===== src/rtl/exc_pkg.sv =====
package exc_pkg;
    localparam int unsigned PRIO_W = 3;
    typedef logic [PRIO_W-1:0] prio_t;

    // Decision made for one cycle, in precedence order: return, entry, software write
    typedef enum logic [1:0] {
        EV_NONE   = 2'd0,
        EV_ENTRY  = 2'd1,
        EV_RETURN = 2'd2,
        EV_SWWR   = 2'd3
    } event_e;
endpackage


===== src/rtl/exc_accept_arb.sv =====
module exc_accept_arb
    import exc_pkg::*;
(
    input  logic   clk,
    input  logic   rst_n,
    input  logic   sample_en,
    input  logic   irq_valid,
    input  prio_t  irq_prio,
    input  logic   exl,
    input  prio_t  cpu_prio,
    input  logic   eret,
    input  logic   sw_we,
    output event_e ev
);
    logic prio_wins;
    logic qualifies;

    always_comb begin
        prio_wins = irq_prio > cpu_prio;
        qualifies = sample_en && irq_valid && !exl && prio_wins;
        if (eret) begin
            ev = EV_RETURN;
        end else if (qualifies) begin
            ev = EV_ENTRY;
        end else if (sw_we) begin
            ev = EV_SWWR;
        end else begin
            ev = EV_NONE;
        end
    end

    // a return strobe always takes the cycle
    p_return_first_r8: assert property (@(posedge clk) disable iff (!rst_n)
        eret |-> ev == EV_RETURN);

    // an entry never happens at or below the current level
    p_strict_prio_r2: assert property (@(posedge clk) disable iff (!rst_n)
        (ev == EV_ENTRY) |-> irq_prio > cpu_prio);
endmodule


===== src/rtl/exc_state_regs.sv =====
module exc_state_regs
    import exc_pkg::*;
#(
    parameter int unsigned ADDR_W = 32,
    parameter int unsigned SET_W  = 3
) (
    input  logic              clk,
    input  logic              rst_n,
    input  event_e            ev,
    input  prio_t             irq_prio,
    input  logic [SET_W-1:0]  irq_set,
    input  logic [ADDR_W-1:0] cur_pc,
    input  logic              sw_exl,
    input  prio_t             sw_prio,
    output logic              exl,
    output prio_t             cpu_prio,
    output logic [ADDR_W-1:0] epc,
    output logic [SET_W-1:0]  active_set,
    output logic [SET_W-1:0]  prev_set
);
    typedef struct packed {
        logic              exl;
        prio_t             prio;
        prio_t             saved_prio;
        logic [ADDR_W-1:0] epc;
        logic [SET_W-1:0]  act;
        logic [SET_W-1:0]  prev;
    } state_t;

    localparam state_t RESET_STATE = '0;

    state_t s_d, s_q;

    always_comb begin
        s_d = s_q;
        unique case (ev)
            EV_ENTRY: begin
                s_d.exl        = 1'b1;
                s_d.epc        = cur_pc;
                s_d.saved_prio = s_q.prio;
                s_d.prio       = irq_prio;
                s_d.prev       = s_q.act;
                s_d.act        = irq_set;
            end
            EV_RETURN: begin
                s_d.exl  = 1'b0;
                s_d.prio = s_q.saved_prio;
                s_d.act  = s_q.prev;
            end
            EV_SWWR: begin
                s_d.exl  = sw_exl;
                s_d.prio = sw_prio;
            end
            default: begin
            end
        endcase
    end

    always_ff @(posedge clk) begin
        if (!rst_n) begin
            s_q <= RESET_STATE;
        end else begin
            s_q <= s_d;
        end
    end

    assign exl        = s_q.exl;
    assign cpu_prio   = s_q.prio;
    assign epc        = s_q.epc;
    assign active_set = s_q.act;
    assign prev_set   = s_q.prev;

    // an entry saves the program counter and raises the exception level
    p_entry_save_r4: assert property (@(posedge clk) disable iff (!rst_n)
        (ev == EV_ENTRY) |=> exl && epc == $past(cur_pc));

    // an entry raises the level and moves the shadow sets
    p_entry_sets_r5: assert property (@(posedge clk) disable iff (!rst_n)
        (ev == EV_ENTRY) |=> cpu_prio > $past(cpu_prio)
            && active_set == $past(irq_set) && prev_set == $past(active_set));

    // a return clears the flag and reverts the shadow set
    p_return_restore_r7: assert property (@(posedge clk) disable iff (!rst_n)
        (ev == EV_RETURN) |=> !exl && active_set == $past(prev_set));

    // with no event, the visible state holds
    p_idle_hold_r9: assert property (@(posedge clk) disable iff (!rst_n)
        (ev == EV_NONE) |=> $stable(exl) && $stable(cpu_prio) && $stable(epc)
            && $stable(active_set));
endmodule


===== src/rtl/exc_redirect_gen.sv =====
module exc_redirect_gen
    import exc_pkg::*;
#(
    parameter int unsigned ADDR_W = 32
) (
    input  logic              clk,
    input  logic              rst_n,
    input  event_e            ev,
    input  logic [ADDR_W-1:0] irq_target,
    input  logic [ADDR_W-1:0] epc,
    output logic              redirect,
    output logic [ADDR_W-1:0] redirect_pc
);
    typedef struct packed {
        logic              valid;
        logic [ADDR_W-1:0] pc;
    } redir_t;

    redir_t r_d, r_q;

    always_comb begin
        r_d = '0;
        if (ev == EV_ENTRY) begin
            r_d.valid = 1'b1;
            r_d.pc    = irq_target;
        end else if (ev == EV_RETURN) begin
            r_d.valid = 1'b1;
            r_d.pc    = epc;
        end
    end

    always_ff @(posedge clk) begin
        if (!rst_n) begin
            r_q <= '0;
        end else begin
            r_q <= r_d;
        end
    end

    assign redirect    = r_q.valid;
    assign redirect_pc = r_q.pc;

    // an entry is followed by one redirect to the handler
    p_entry_redirect_r6: assert property (@(posedge clk) disable iff (!rst_n)
        (ev == EV_ENTRY) |=> redirect && redirect_pc == $past(irq_target));

    // a return is followed by a redirect to the saved program counter
    p_return_redirect_r7: assert property (@(posedge clk) disable iff (!rst_n)
        (ev == EV_RETURN) |=> redirect && redirect_pc == $past(epc));

    // quiet cycles produce no redirect
    p_quiet_r6: assert property (@(posedge clk) disable iff (!rst_n)
        (ev == EV_NONE || ev == EV_SWWR) |=> !redirect && redirect_pc == '0);
endmodule


===== src/rtl/exc_entry_ctrl.sv =====
module exc_entry_ctrl
    import exc_pkg::*;
#(
    parameter int unsigned ADDR_W = 32,
    parameter int unsigned SET_W  = 3
) (
    input  logic              clk,
    input  logic              rst_n,
    input  logic              sample_en,
    input  logic              irq_valid,
    input  logic [2:0]        irq_prio,
    input  logic [SET_W-1:0]  irq_set,
    input  logic [ADDR_W-1:0] irq_target,
    input  logic [ADDR_W-1:0] cur_pc,
    input  logic              eret,
    input  logic              sw_we,
    input  logic              sw_exl,
    input  logic [2:0]        sw_prio,
    output logic              redirect,
    output logic [ADDR_W-1:0] redirect_pc,
    output logic              exl,
    output logic [2:0]        cpu_prio,
    output logic [ADDR_W-1:0] epc,
    output logic [SET_W-1:0]  active_set,
    output logic [SET_W-1:0]  prev_set
);
    event_e ev;

    exc_accept_arb u_arb (
        .clk       (clk),
        .rst_n     (rst_n),
        .sample_en (sample_en),
        .irq_valid (irq_valid),
        .irq_prio  (irq_prio),
        .exl       (exl),
        .cpu_prio  (cpu_prio),
        .eret      (eret),
        .sw_we     (sw_we),
        .ev        (ev)
    );

    exc_state_regs #(.ADDR_W(ADDR_W), .SET_W(SET_W)) u_state (
        .clk        (clk),
        .rst_n      (rst_n),
        .ev         (ev),
        .irq_prio   (irq_prio),
        .irq_set    (irq_set),
        .cur_pc     (cur_pc),
        .sw_exl     (sw_exl),
        .sw_prio    (sw_prio),
        .exl        (exl),
        .cpu_prio   (cpu_prio),
        .epc        (epc),
        .active_set (active_set),
        .prev_set   (prev_set)
    );

    exc_redirect_gen #(.ADDR_W(ADDR_W)) u_redir (
        .clk         (clk),
        .rst_n       (rst_n),
        .ev          (ev),
        .irq_target  (irq_target),
        .epc         (epc),
        .redirect    (redirect),
        .redirect_pc (redirect_pc)
    );

    // the exception level blocks every entry
    p_exl_blocks_r3: assert property (@(posedge clk) disable iff (!rst_n)
        exl |=> !(redirect && $past(!eret)));

    // nothing is accepted away from the sample point
    p_no_sample_r10: assert property (@(posedge clk) disable iff (!rst_n)
        (!sample_en && !eret) |=> !redirect);
endmodule


===== config.mk =====
export PLATFORM = sky130hd
export DESIGN_NAME = exc_entry_ctrl
export DESIGN_NICKNAME = d
export VERILOG_FILES = /design/src/rtl/exc_pkg.sv /design/src/rtl/exc_accept_arb.sv /design/src/rtl/exc_state_regs.sv /design/src/rtl/exc_redirect_gen.sv /design/src/rtl/exc_entry_ctrl.sv
export SDC_FILE = /design/constraint.sdc
export NUM_CORES = 1
export LEC_CHECK = 0
export BUFFER_PORTS_ARGS = -buffer_cell sky130_fd_sc_hd__buf_2
export CAP_MARGIN = 20
export CORE_MARGIN = 1.5
export CORE_UTILIZATION = 38
export DETAILED_ROUTE_END_ITERATION = 10
export GPL_ROUTABILITY_DRIVEN = 0
export PLACE_DENSITY = 0.69
export SLEW_MARGIN = 20
export SYNTH_ARGS = -nofsm -noshare
export SYNTH_HDL_FRONTEND = slang
export SYNTH_SLANG_ARGS = --single-unit

===== constraint.sdc =====
create_clock -name clk -period 3.5 [get_ports clk]
set_input_delay 1.05 -clock clk [delete_from_list [all_inputs] [get_ports clk]]
set_output_delay 1.05 -clock clk [all_outputs]
set_load 0.02 [all_outputs]

### After elaboration in Yosys (flattened, before gate mapping)

Cells that the tools add are included.

| storage, ports and cells | value |
|---|---|
| register bits after elaboration | 78 |
| bits of input ports | 80 |
| output and inout bits | 75 |

| cells by class | value |
|---|---|
| reduce and logical (&&, ||, !) cells | 6 |
| multiplexer cells | 7 |
| equality and inequality tests | 3 |
| order comparisons | 1 |

Operators by type and width:

| kind | count |
|---|---|
| $mux W33 | 2 |
| $pmux W4 S3 | 1 |
| $mux W2 | 3 |
| $pmux W3 S2 | 1 |
| $eq A2 B2 Y1 const B | 2 |
| $gt A3 B3 Y1 | 1 |
| $logic_and A1 B1 Y1 | 3 |
| $reduce_bool A3 Y1 | 1 |
| $eq A2 B1 Y1 const B | 1 |
| $reduce_bool A2 Y1 | 1 |
| $logic_not A1 Y1 | 1 |

### Logic depth before layout (Yosys ltp)

Gate-level depths: netlist (run 1).

| logic depth | value |
|---|---|
| depth after elaboration | 8 |
| gate-level depth with buffers | 12 |
| depth with buffers taken out | 10 |

### By module

A second synthesis (run 1) with hierarchy kept.

| second synthesis, totals | value |
|---|---|
| cells, all modules | 372 |
| area total of the unflattened synthesis | 3,935.0 um^2 |

By module, submodules not included:

| module | cells each | area each (um^2) | instances |
|---|---|---|---|
| exc_state_regs | 208 | 2,160.8 | 1 |
| exc_redirect_gen | 149 | 1,675.4 | 1 |
| exc_accept_arb | 15 | 98.8 | 1 |

### Worst setup path after synthesis (run 1)

Ideal clock, no wire load.

| timing | value |
|---|---|
| kind | input -> register |
| start | input port irq_prio[2] |
| end | register u_state.s_q, in the netlist u_state.prev_set[0] |
| data required time | 3,384 ps |
| arrival | 3,062 ps |
| library setup time | 116 ps |
| stages on the path | 11 |
| setup slack | 322 ps |
| buffers on the path | 4 |
| cell sequence | ha_1 > and3_1 > a211oi_2 > or2_1 > buf_6 > ha_1 > clkbuf_1 > buf_4 > buf_4 > mux2i_1 > nor2b_1 |

| on the way | value |
|---|---|
| cells in the longest elaborated chain, start to end | 5 |

RTL lines:

| element | line | RTL |
|---|---|---|
| start: declaration | exc_entry_ctrl.sv:11 | `input logic [2:0] irq_prio,` |
| $gt A3 B3 Y1 | exc_accept_arb.sv:19 | `prio_wins = irq_prio > cpu_prio;` |
| $logic_and A1 B1 Y1 | exc_accept_arb.sv:20 | `qualifies = sample_en && irq_valid && !exl && prio_wins;` |
| $mux W2 | exc_accept_arb.sv:23 | `end else if (qualifies) begin` |
| $mux W2 | exc_accept_arb.sv:21 | `if (eret) begin` |
| $eq A2 B1 Y1 | exc_state_regs.sv:36 | `unique case (ev)` |
| end signal: assignment | exc_state_regs.sv:61 | `s_q <= RESET_STATE;` |
| end signal: assignment | exc_state_regs.sv:63 | `s_q <= s_d;` |
| end: declaration | exc_state_regs.sv:32 | `state_t s_d, s_q;` |

Every way passes these cells.
A chain may end at the register's enable or synchronous reset.

### Worst setup path in the final report (run 1)

| timing | value |
|---|---|
| start | input port irq_prio[2] |
| end | register u_state.s_q, in the netlist u_state.cpu_prio[0] |

| on the way | value |
|---|---|
| cells in the longest elaborated chain, start to end | 6 |
| elaborated cells between the ends (all ways) | 9 |

RTL lines:

| element | line |
|---|---|
| $gt A3 B3 Y1 (*) | exc_accept_arb.sv:19 |
| $logic_and A1 B1 Y1 (*) | exc_accept_arb.sv:20 |
| $mux W2 (*) | exc_accept_arb.sv:23 |
| $mux W2 (*) | exc_accept_arb.sv:21 |
| $eq A2 B2 Y1 / $eq A2 B1 Y1 (equally long branches) | exc_state_regs.sv:36 |
| $pmux W4 S3 / $reduce_bool A3 Y1 (equally long branches) | n/a |

Every way passes the cells marked *; elsewhere a longest branch is shown, timed or not.

==> results.sh, run 1 <==
export IMPL_floorplan_die_width_um=98.8
export IMPL_die_area_mm2=0.00976
export IMPL_hold_viol=0
export IMPL_worst_pin_slew_ns=0.305
export IMPL_crit_type="input port to flop"
export IMPL_intPower_mw=1.50
export IMPL_most_common_flop_cell_mapped_by_yosys="dfxtp_1"
export IMPL_cpMaxStageDelayCell="ha_1"
export IMPL_async_reset_ff_share_pct=0
export IMPL_wirelength_um=7770
export IMPL_clockRootBuffer="clkbuf_8"
export IMPL_core_mm2=0.00881
export IMPL_relSlewSlack_pct=79.6
export IMPL_rows=34
export IMPL_synth_yosys_warnings=0
export IMPL_finalCriticalPeriod_ns=2.88
export IMPL_status="finished, violations left"
export IMPL_drt_first_iter_violations=75
export IMPL_timing_final_setup_violations=0
export IMPL_drt_wl_cell_um=13.2
export IMPL_slew_viol_final=0
export IMPL_first_global_vias=2729
export IMPL_fmax_mhz=347
export IMPL_share_of_power_burned_in_combinational_logic_pct=12.4
export IMPL_netlist_area_leader_share_pct=44.8
export IMPL_hpwlAfterDp_um=5540
export IMPL_layoutNonFillerInstCount=588
export IMPL_finalCoreUtilization_pct=48.6
export IMPL_synth_most_common_cell="nor2b_1"
export IMPL_p_leak_nw=1.95
export IMPL_starting_density_of_the_core_pct=39.6
export IMPL_timing_critical_path_slowest_cell_delay_ns=0.32
export IMPL_vias=2818
export IMPL_clkSinkCount=78
export IMPL_detailed_place_area_mm2=0.00404
export IMPL_path_common_cell="ha_1"
export IMPL_worst_ep_arrival_time_ns=3.12
export IMPL_maximum_number_of_pins_on_one_net_before_global_route_repair=53
export IMPL_fin_skew_ns=0.0125
export IMPL_port_buffers=154
export IMPL_grt_first_pass_wirelength_um=12600
export IMPL_global_route_usage_total_pct=16.1
export IMPL_post_route_cell_area_mm2=0.00428
export IMPL_synth_edff_count=0
export IMPL_timing_critical_path_to_type="flop"
export IMPL_route_detailed_vias_per_inst=4.79
export IMPL_critical_path_cell_chain="buf_2, ha_1, and3_1, nor3_1, a21oi_1, or2_2, ha_1, inv_1, nand2_1, o311ai_1"
export IMPL_numCtsBuffers=9
export IMPL_clkTransAtPathRegs_ns=0.08
export IMPL_dr_pass1_iters=8
export IMPL_power_frac_seq_pct=46.9
export IMPL_ctsHoldBuffers=0
export IMPL_post_synth_main_area_contributors="dfxtp_1, nor2b_1, buf_4, a22oi_1, a21oi_1"
export IMPL_p_sw_share_pct=24.5
export IMPL_crit_path_max_fanout=6
export IMPL_rsz0062_at_grt="false"
export IMPL_clock_latency_ns=0.35
export IMPL_hold_path_class="flop to flop"
export IMPL_violations_in_the_final_reports="DRC"
export IMPL_synth_seq_area_share_pct=44.8
export IMPL_worst_path_dominant_cell_family="simple AND/OR/NAND/NOR gates"
export IMPL_total_number_of_nets_in_the_final_design=562
export IMPL_clock_tree_htree_level_count=3
export IMPL_yosys_register_bits=78
export IMPL_p_clk_share_pct=40.8
export IMPL_cts_repair_timing_setup_buffer_count=0
export IMPL_vdd_ir_drop_max_mv=0.183
export IMPL_post_route_drc_count=11
export IMPL_share_of_the_clock_period_used_by_the_worst_path_pct=82.2
export IMPL_required_arrival_time_at_the_worst_endpoint_ns=3.74
export IMPL_grt_overflow_total=0
export IMPL_max_cap_violations=0
export IMPL_power_per_cell_area_mw_per_mm2=463
export IMPL_design_portCount=155
export IMPL_fraction_of_final_layout_cells_with_drive_strength_greater_than_1_pct=37.5
export IMPL_cts_resized_gates=0
export IMPL_finalSetupTns_ns=0
export IMPL_dieHeight_um=98.8
export IMPL_post_synth_cell_area_avg_um2=9.40
export IMPL_ant_diodes=0
export IMPL_power_switching_mw=0.485
export IMPL_final_antenna_net_count=0
export IMPL_synthDominantAreaCellType="dfxtp_1"
export IMPL_critPathLaunchType="input port"
export IMPL_synth_lib_cells_used_distinct=29
export IMPL_cell_count_after_placement=572
export IMPL_syn_nets=458
export IMPL_number_of_instances_in_the_synthesized_netlist=371
export IMPL_grt_antenna_before_repair=0
export IMPL_crit_buf_inv=2
export IMPL_cts_max_path_buffers=2
export IMPL_tritoncts="built"
export IMPL_syn_cell_area_mm2=0.00349
export IMPL_syn_to_final_growth_pct=22.7
export IMPL_totalPowerFinal_mw=1.98
export IMPL_yosys_top_cells_count="nor2b_1, dfxtp_1, buf_4"
## routing by layer
layer | up-vias | wire length [um] | GRT usage, %
li1 | 1423 | - | -
met1 | 1288 | 3450 | 19.1
met2 | 101 | 3730 | 27.5
met3 | 6 | 513 | 4.82
met4 | 0 | 72 | 5.82
met5 | - | 0 | 0
## cell type report
cell class	instances	area, um2
clock buffers	10	128
clock inverters	6	110
fillers	805	4530
inverters	5	18.8
multi-input cells	221	1490
flip-flops and latches	78	1560
well taps	108	135
repair buffers	160	841
## registers in the layout, summed over array words and instances, names as in the netlist
| name | flops |
|---|---|
| u_state.cpu_prio | 3 |
| u_state.exl | 1 |
| u_state.epc | 32 |
| u_state.s_q | 3 |
| u_state.active_set | 3 |
| u_state.prev_set | 3 |
| u_redir.redirect_pc | 32 |
| u_redir.redirect | 1 |
## cell families (layout without fill, tap and decap cells)
family,after synthesis,count (layout),share of synthesized area (%)
mux,9,9,2.58
flops,78,78,44.8
buf+inv,72,181,13.0
compound gates,81,81,15.5
fa+ha+maj,7,7,2.51
simple gates,124,124,21.6
## layout by cell type (no fill, tap or decap)
cell type and instances:
buf_12 2, a21oi_1 33, nand4bb_1 1, o211ai_1 1, mux2i_1 9, nand3b_1 1, o2111ai_1 3, a22oi_1 35
bufinv_16 3, nor3_1 1, o211a_1 1, inv_1 5, buf_2 154, o311ai_1 2, nand2_1 7, clkbuf_8 9
nand3_1 3, ha_4 1, or2_1 1, nor2_1 2, clkinvlp_4 2, dfxtp_1 78, a21oi_2 1, o21ai_0 3
or2_2 1, a211oi_2 1, and3_1 1, clkbuf_1 1, clkinv_2 1, buf_4 4, o311ai_2 1, nor2b_1 103
ha_1 6, and2_1 3
## power by group through the flow
| stage | sequential (mW) | clock (mW) | combinational [mW] |
|---|---|---|---|
| global placement | 0.948 | 0 | 0.243 |
| floorplan | 0.960 | 0 | 0.159 |
| finish | 0.928 | 0.808 | 0.245 |
| detailed placement | 0.949 | 0 | 0.246 |
| CTS | 0.928 | 0.835 | 0.247 |
| global route | 0.931 | 0.874 | 0.269 |
## final timing paths
| check | start | to | slack, ns | cells after the start |
|---|---|---|---|---|
| hold reg to reg | u_state.s_q[39] | u_state.s_q[39] | 0.53 | 2 |
| setup / recovery | irq_prio[2] | u_state.cpu_prio[0] | 0.62 | 10 |
| hold / removal | u_state.s_q[39] | u_state.s_q[39] | 0.53 | 2 |
| setup reg to reg | u_state.cpu_prio[2] | u_state.cpu_prio[0] | 1.00 | 10 |
## metrics by stage
stage               worst slack [ns]  hold slack, ns
detailed placement             0.280           0.523
finish                         0.622           0.533
global placement               0.381           0.506
global route                   0.535           0.547
CTS                            0.651           0.536
floorplan                      0.322           0.483
## worst reg2reg max path: stages, from the launching register on
cell and delay (ns):
dfxtp_1 0.39, inv_1 0.06, ha_1 0.31, and3_1 0.22, nor3_1 0.19, a21oi_1 0.10, or2_2 0.30, ha_1 0.25
inv_1 0.16, nand2_1 0.13, o311ai_1 0.29
(Power assumes the default switching activity.)
==> run 2: changes to the inputs <==
PLACE_DENSITY = 0.71   (was 0.69)
clock period = 2.3 ns   (was 3.5 ns; I/O delays follow)
==> run 2 against run 1 <==
Net effect: the run still ends with DRC left; non-clock buffer count increased by 15; via count up 3.4%; clock-buffer cell count unchanged.
==> results.sh, run 2 (synthesis gave the netlist of run 1 again) <==
export IMPL_grt_antenna_before_repair=0
export IMPL_clock_tree_htree_level_count=3
export IMPL_drt_first_iter_violations=72
export IMPL_tritoncts="built"
export IMPL_fin_skew_ns=0.0167
export IMPL_starting_density_of_the_core_pct=39.6
export IMPL_share_of_the_clock_period_used_by_the_worst_path_pct=98.9
export IMPL_p_leak_nw=2.03
export IMPL_floorplan_die_width_um=98.8
export IMPL_grt_first_pass_wirelength_um=12700
export IMPL_die_area_mm2=0.00976
export IMPL_hold_viol=0
export IMPL_layoutNonFillerInstCount=603
export IMPL_layout_cells_most_common="buf_2"
export IMPL_violations_in_the_final_reports="DRC"
export IMPL_global_route_usage_total_pct=16.2
export IMPL_max_cap_violations=0
export IMPL_wirelength_um=8610
export IMPL_route_detailed_vias_per_inst=4.83
export IMPL_fraction_of_final_layout_cells_with_drive_strength_greater_than_1_pct=42.2
export IMPL_fmax_mhz=440
export IMPL_timing_critical_path_to_type="flop"
export IMPL_slew_viol_final=0
export IMPL_timing_final_setup_violations=0
export IMPL_hold_path_class="flop to flop"
export IMPL_numCtsBuffers=9
export IMPL_worst_pin_slew_ns=0.338
export IMPL_clockRootBuffer="clkbuf_8"
export IMPL_clkTransAtPathRegs_ns=0.09
export IMPL_dr_pass1_iters=9
export IMPL_vdd_ir_drop_max_mv=0.438
export IMPL_status="finished, violations left"
export IMPL_total_number_of_nets_in_the_final_design=577
export IMPL_syn_to_final_growth_pct=29.3
export IMPL_cell_count_after_placement=585
export IMPL_cts_max_path_buffers=2
export IMPL_grt_overflow_total=0
export IMPL_timing_critical_path_slowest_cell_delay_ns=0.29
export IMPL_cpMaxStageDelayCell="or2_2"
export IMPL_clock_latency_ns=0.34
export IMPL_drt_wl_cell_um=14.3
export IMPL_port_buffers=154
export IMPL_core_mm2=0.00881
export IMPL_nFillCells=853
export IMPL_design_portCount=155
export IMPL_totalPowerFinal_mw=2.97
export IMPL_post_route_drc_count=12
export IMPL_ctsHoldBuffers=0
export IMPL_finalHoldWorstSlack_ns=0.533
export IMPL_finalCriticalPeriod_ns=2.27
export IMPL_power_per_cell_area_mw_per_mm2=658
export IMPL_critical_path_cell_chain="buf_2, ha_4, and3_4, nor3_4, a21oi_2, or2_2, ha_1, inv_2, nand2_2, o311ai_2"
export IMPL_final_antenna_net_count=0
export IMPL_dieHeight_um=98.8
export IMPL_vias=2914
export IMPL_required_arrival_time_at_the_worst_endpoint_ns=2.55
export IMPL_crit_path_max_fanout=6
export IMPL_worst_ep_arrival_time_ns=2.52
export IMPL_cts_resized_gates=0
export IMPL_cts_repair_timing_setup_buffer_count=0
export IMPL_rows=34
export IMPL_ant_diodes=0
export IMPL_maximum_number_of_pins_on_one_net_before_global_route_repair=52
export IMPL_hpwlAfterDp_um=5780
export IMPL_relSlewSlack_pct=77.5
export IMPL_first_global_vias=2743
export IMPL_crit_type="input port to flop"
export IMPL_critPathLaunchType="input port"
export IMPL_layout_common_cells="buf_2, nor2b_1, dfxtp_1, a22oi_1, a21oi_1"
export IMPL_clkSinkCount=78
## run 2: per-layer routing
| layer | vias to the layer above | track usage [%] | part of all wire, % |
|---|---|---|---|
| li1 | 1445 | - | - |
| met1 | 1359 | 19.2 | 43 |
| met2 | 104 | 27.7 | 51 |
| met3 | 6 | 5.74 | 6.1 |
| met4 | 0 | 4.51 | 0.81 |
| met5 | - | 0 | 0 |
## run 2: critical path, delay by kind of cell
kind | cells | cell delay, ns
adder cells (fa/ha/maj) | 2 | 0.49
buffers and inverters | 2 | 0.24
AO/OA/AOI/OAI | 2 | 0.35
AND/OR/NAND/NOR | 4 | 0.75
## run 2: final timing paths
kind                  startpoint  cells past startpoint  slack [ns]             endpoint
max                  irq_prio[2]                     10        0.03  u_state.cpu_prio[0]
min reg2reg      u_state.s_q[38]                      2        0.53      u_state.s_q[38]
min              u_state.s_q[38]                      2        0.53      u_state.s_q[38]
max reg2reg  u_state.cpu_prio[2]                     10        0.11  u_state.cpu_prio[0]
## run 2: power breakdown
group          leakage (nW)  internal [mW]  switching (mW)  total, mW
Sequential            0.632           1.39          0.0194       1.41
Clock                 0.106          0.610           0.503       1.11
Combinational          1.29          0.207           0.236      0.443
Total                  2.03           2.21           0.759       2.97
## run 2: area by class of cell
| cell class | count | area [um2] | share of cell area (%) |
|---|---|---|---|
| Inverter | 5 | 18.8 | 0.416 |
| Clock inverter | 6 | 86.3 | 1.91 |
| Clock buffer | 10 | 128 | 2.83 |
| Multi-Input combinational cell | 221 | 1590 | 35.3 |
| Timing Repair Buffer | 175 | 988 | 21.9 |
| Sequential cell | 78 | 1560 | 34.6 |
| Tap cell | 108 | 135 | 3.00 |
## run 2: per-stage QoR
step / area [um2] / TNS [ns] / setup slack, ns / util (%)
after floorplan: 3610 / -9.91 / -0.157 / -
after CTS: 4430 / 0 / 0.0163 / 50.3
after global routing: 4510 / -0.00307 / -0.00223 / 51.2
final: 4510 / 0 / 0.0261 / 51.2
after global placement: 4220 / -18.20 / -0.308 / 47.9
after detailed placement: 4220 / -21.63 / -0.374 / 47.9
==> run 3: changes to the inputs <==
CORE_UTILIZATION = 35   (was 38)
PLACE_DENSITY = 0.67   (was 0.71)
==> run 3 against run 2 <==
Net effect: the flow now finishes without violations; sequential share of layout area fell by 0.12 points; total power decreased by 1.2%; largest power group unchanged; worst hold slack worse by 0.00096 ns; critical path type unchanged; cell area is 0.36% higher; final cell count increased by 4.0%; clock power about the same; critical path depth unchanged; clock skew fell by 0.0065 ns; routed wire length shrank 6.8%; sequential power hardly changed.
==> results.sh, run 3 (synthesis gave the netlist of run 1 again) <==
export IMPL_status="finished clean"
export IMPL_power_frac_seq_pct=48.1
export IMPL_rows=36
export IMPL_rsz0062_at_grt="false"
export IMPL_critPathLaunchType="input port"
export IMPL_ant_diodes=0
export IMPL_totalPowerFinal_mw=2.93
export IMPL_fmax_mhz=450
export IMPL_global_route_usage_total_pct=15.6
export IMPL_slew_viol_final=0
export IMPL_clock_tree_htree_level_count=3
export IMPL_design_portCount=155
export IMPL_timing_critical_path_to_type="flop"
export IMPL_p_sw_share_pct=26.1
export IMPL_fraction_of_final_layout_cells_with_drive_strength_greater_than_1_pct=42.3
export IMPL_post_route_drc_count=0
export IMPL_worst_ep_arrival_time_ns=2.51
export IMPL_required_arrival_time_at_the_worst_endpoint_ns=2.59
export IMPL_drt_first_iter_violations=73
export IMPL_hold_start="u_state.s_q[38]"
export IMPL_core_mm2=0.00973
export IMPL_clkSinkCount=78
export IMPL_timing_critical_path_slowest_cell_delay_ns=0.28
export IMPL_floorplan_die_width_um=103
export IMPL_drt_wl_cell_um=12.8
export IMPL_clockRootBuffer="clkbuf_8"
export IMPL_wirelength_um=8020
export IMPL_die_area_mm2=0.0106
export IMPL_first_global_vias=2778
export IMPL_final_antenna_net_count=0
export IMPL_p_leak_nw=2.02
export IMPL_route_detailed_vias_per_inst=4.58
export IMPL_cts_max_path_buffers=2
export IMPL_share_of_the_clock_period_used_by_the_worst_path_pct=96.7
export IMPL_clkTransAtPathRegs_ns=0.08
export IMPL_vias=2870
export IMPL_grt_overflow_total=0
export IMPL_dieHeight_um=103
export IMPL_power_per_cell_area_mw_per_mm2=648
export IMPL_share_of_power_burned_in_combinational_logic_pct=14.9
export IMPL_critical_path_cell_chain="buf_2, ha_4, and3_4, a211oi_4, or2_4, ha_4, buf_12, nor2b_1, a22oi_1, nor2b_1"
export IMPL_clock_latency_ns=0.35
export IMPL_maximum_number_of_pins_on_one_net_before_global_route_repair=32
export IMPL_p_clk_share_pct=37.0
export IMPL_port_buffers=154
export IMPL_crit_path_max_fanout=28
export IMPL_cpMaxStageDelayCell="ha_4"
export IMPL_timing_final_setup_violations=0
export IMPL_worst_pin_slew_ns=0.450
export IMPL_rr_startpoint="u_state.cpu_prio[2]"
export IMPL_detailed_place_area_mm2=0.00427
export IMPL_r2r_cells=10
export IMPL_numCtsBuffers=9
export IMPL_syn_to_final_growth_pct=29.8
export IMPL_grt_antenna_before_repair=0
export IMPL_intPower_mw=2.17
export IMPL_relSlewSlack_pct=70.0
export IMPL_fin_skew_ns=0.0102
export IMPL_grt_first_pass_wirelength_um=12800
export IMPL_hold_viol=0
export IMPL_critPathLaunch="irq_prio[2]"
export IMPL_dr_pass1_iters=4
export IMPL_power_switching_mw=0.764
export IMPL_hpwlAfterDp_um=5810
export IMPL_finalCriticalPeriod_ns=2.22
export IMPL_hold_path_class="flop to flop"
export IMPL_vdd_ir_drop_max_mv=0.327
export IMPL_worstHoldPathCells=2
export IMPL_finalCoreUtilization_pct=46.5
export IMPL_post_route_cell_area_mm2=0.00453
export IMPL_max_cap_violations=0
export IMPL_crit_type="input port to flop"
export IMPL_layout_common_cells="buf_2, nor2b_1, dfxtp_1, a22oi_1, a21oi_1"
export IMPL_total_number_of_nets_in_the_final_design=576
export IMPL_layout_cells_most_common="buf_2"
export IMPL_tritoncts="built"
export IMPL_starting_density_of_the_core_pct=35.8
-- run 3: worst max-delay path, delay by kind of cell --
family          cells  cell delay, ns
buf+inv             2            0.29
fa+ha+maj           2            0.49
simple gates        4            0.86
compound gates      2            0.16
-- run 3: per-stage QoR --
stage                     setup TNS [ns]  hold WS, ns  instances  setup slack, ns
after global placement            -17.24        0.508        609           -0.316
final                                  0        0.533        627           0.0769
after floorplan                    -9.91        0.483        371           -0.157
after CTS                              0        0.532        627           0.0362
after global routing                   0        0.552        627          0.00789
after detailed placement          -21.74        0.512        609           -0.412
-- run 3: metal layers --
layer  routed length, um  share of wire [%]  global-route usage (%)
met1                3430                 43                    18.4
met2                3800                 47                    26.0
met3                 561                7.0                    4.81
met4                 233                2.9                    7.48
met5                   0                  0                       0
-- run 3: area by class of cell --
class | count | area, um2
fill | 989 | 5200
multi-input combinational | 221 | 1590
sequential | 78 | 1560
timing repair buffer | 174 | 971
tap | 133 | 166
clock buffer | 11 | 151
clock inverter | 5 | 65.1
inverter | 5 | 18.8
-- run 3: what timing repair did --
item,4_1_cts,5_1_grt
resized for setup,1,5
pin swaps,1,3
hold buffers,0,0
setup endpoints to repair,3,37
buffers inserted,2,0
-- run 3: worst paths after layout --
| path | to | slack, ns |
|---|---|---|
| hold / removal | u_state.s_q[38] | 0.53 |
| setup / recovery | u_redir.redirect_pc[0] | 0.08 |
| setup reg to reg | u_redir.redirect_pc[0] | 0.13 |
| hold reg to reg | u_state.s_q[38] | 0.53 |
-- run 3: power groups by stage --
stage / Clock, mW / Combinational, mW / Sequential [mW]
2_1_floorplan: 0 / 0.269 / 1.46
3_5_place_dp: 0 / 0.430 / 1.44
5_1_grt: 1.19 / 0.483 / 1.42
4_1_cts: 1.13 / 0.436 / 1.41
6_report: 1.09 / 0.437 / 1.41
3_3_place_gp: 0 / 0.420 / 1.44
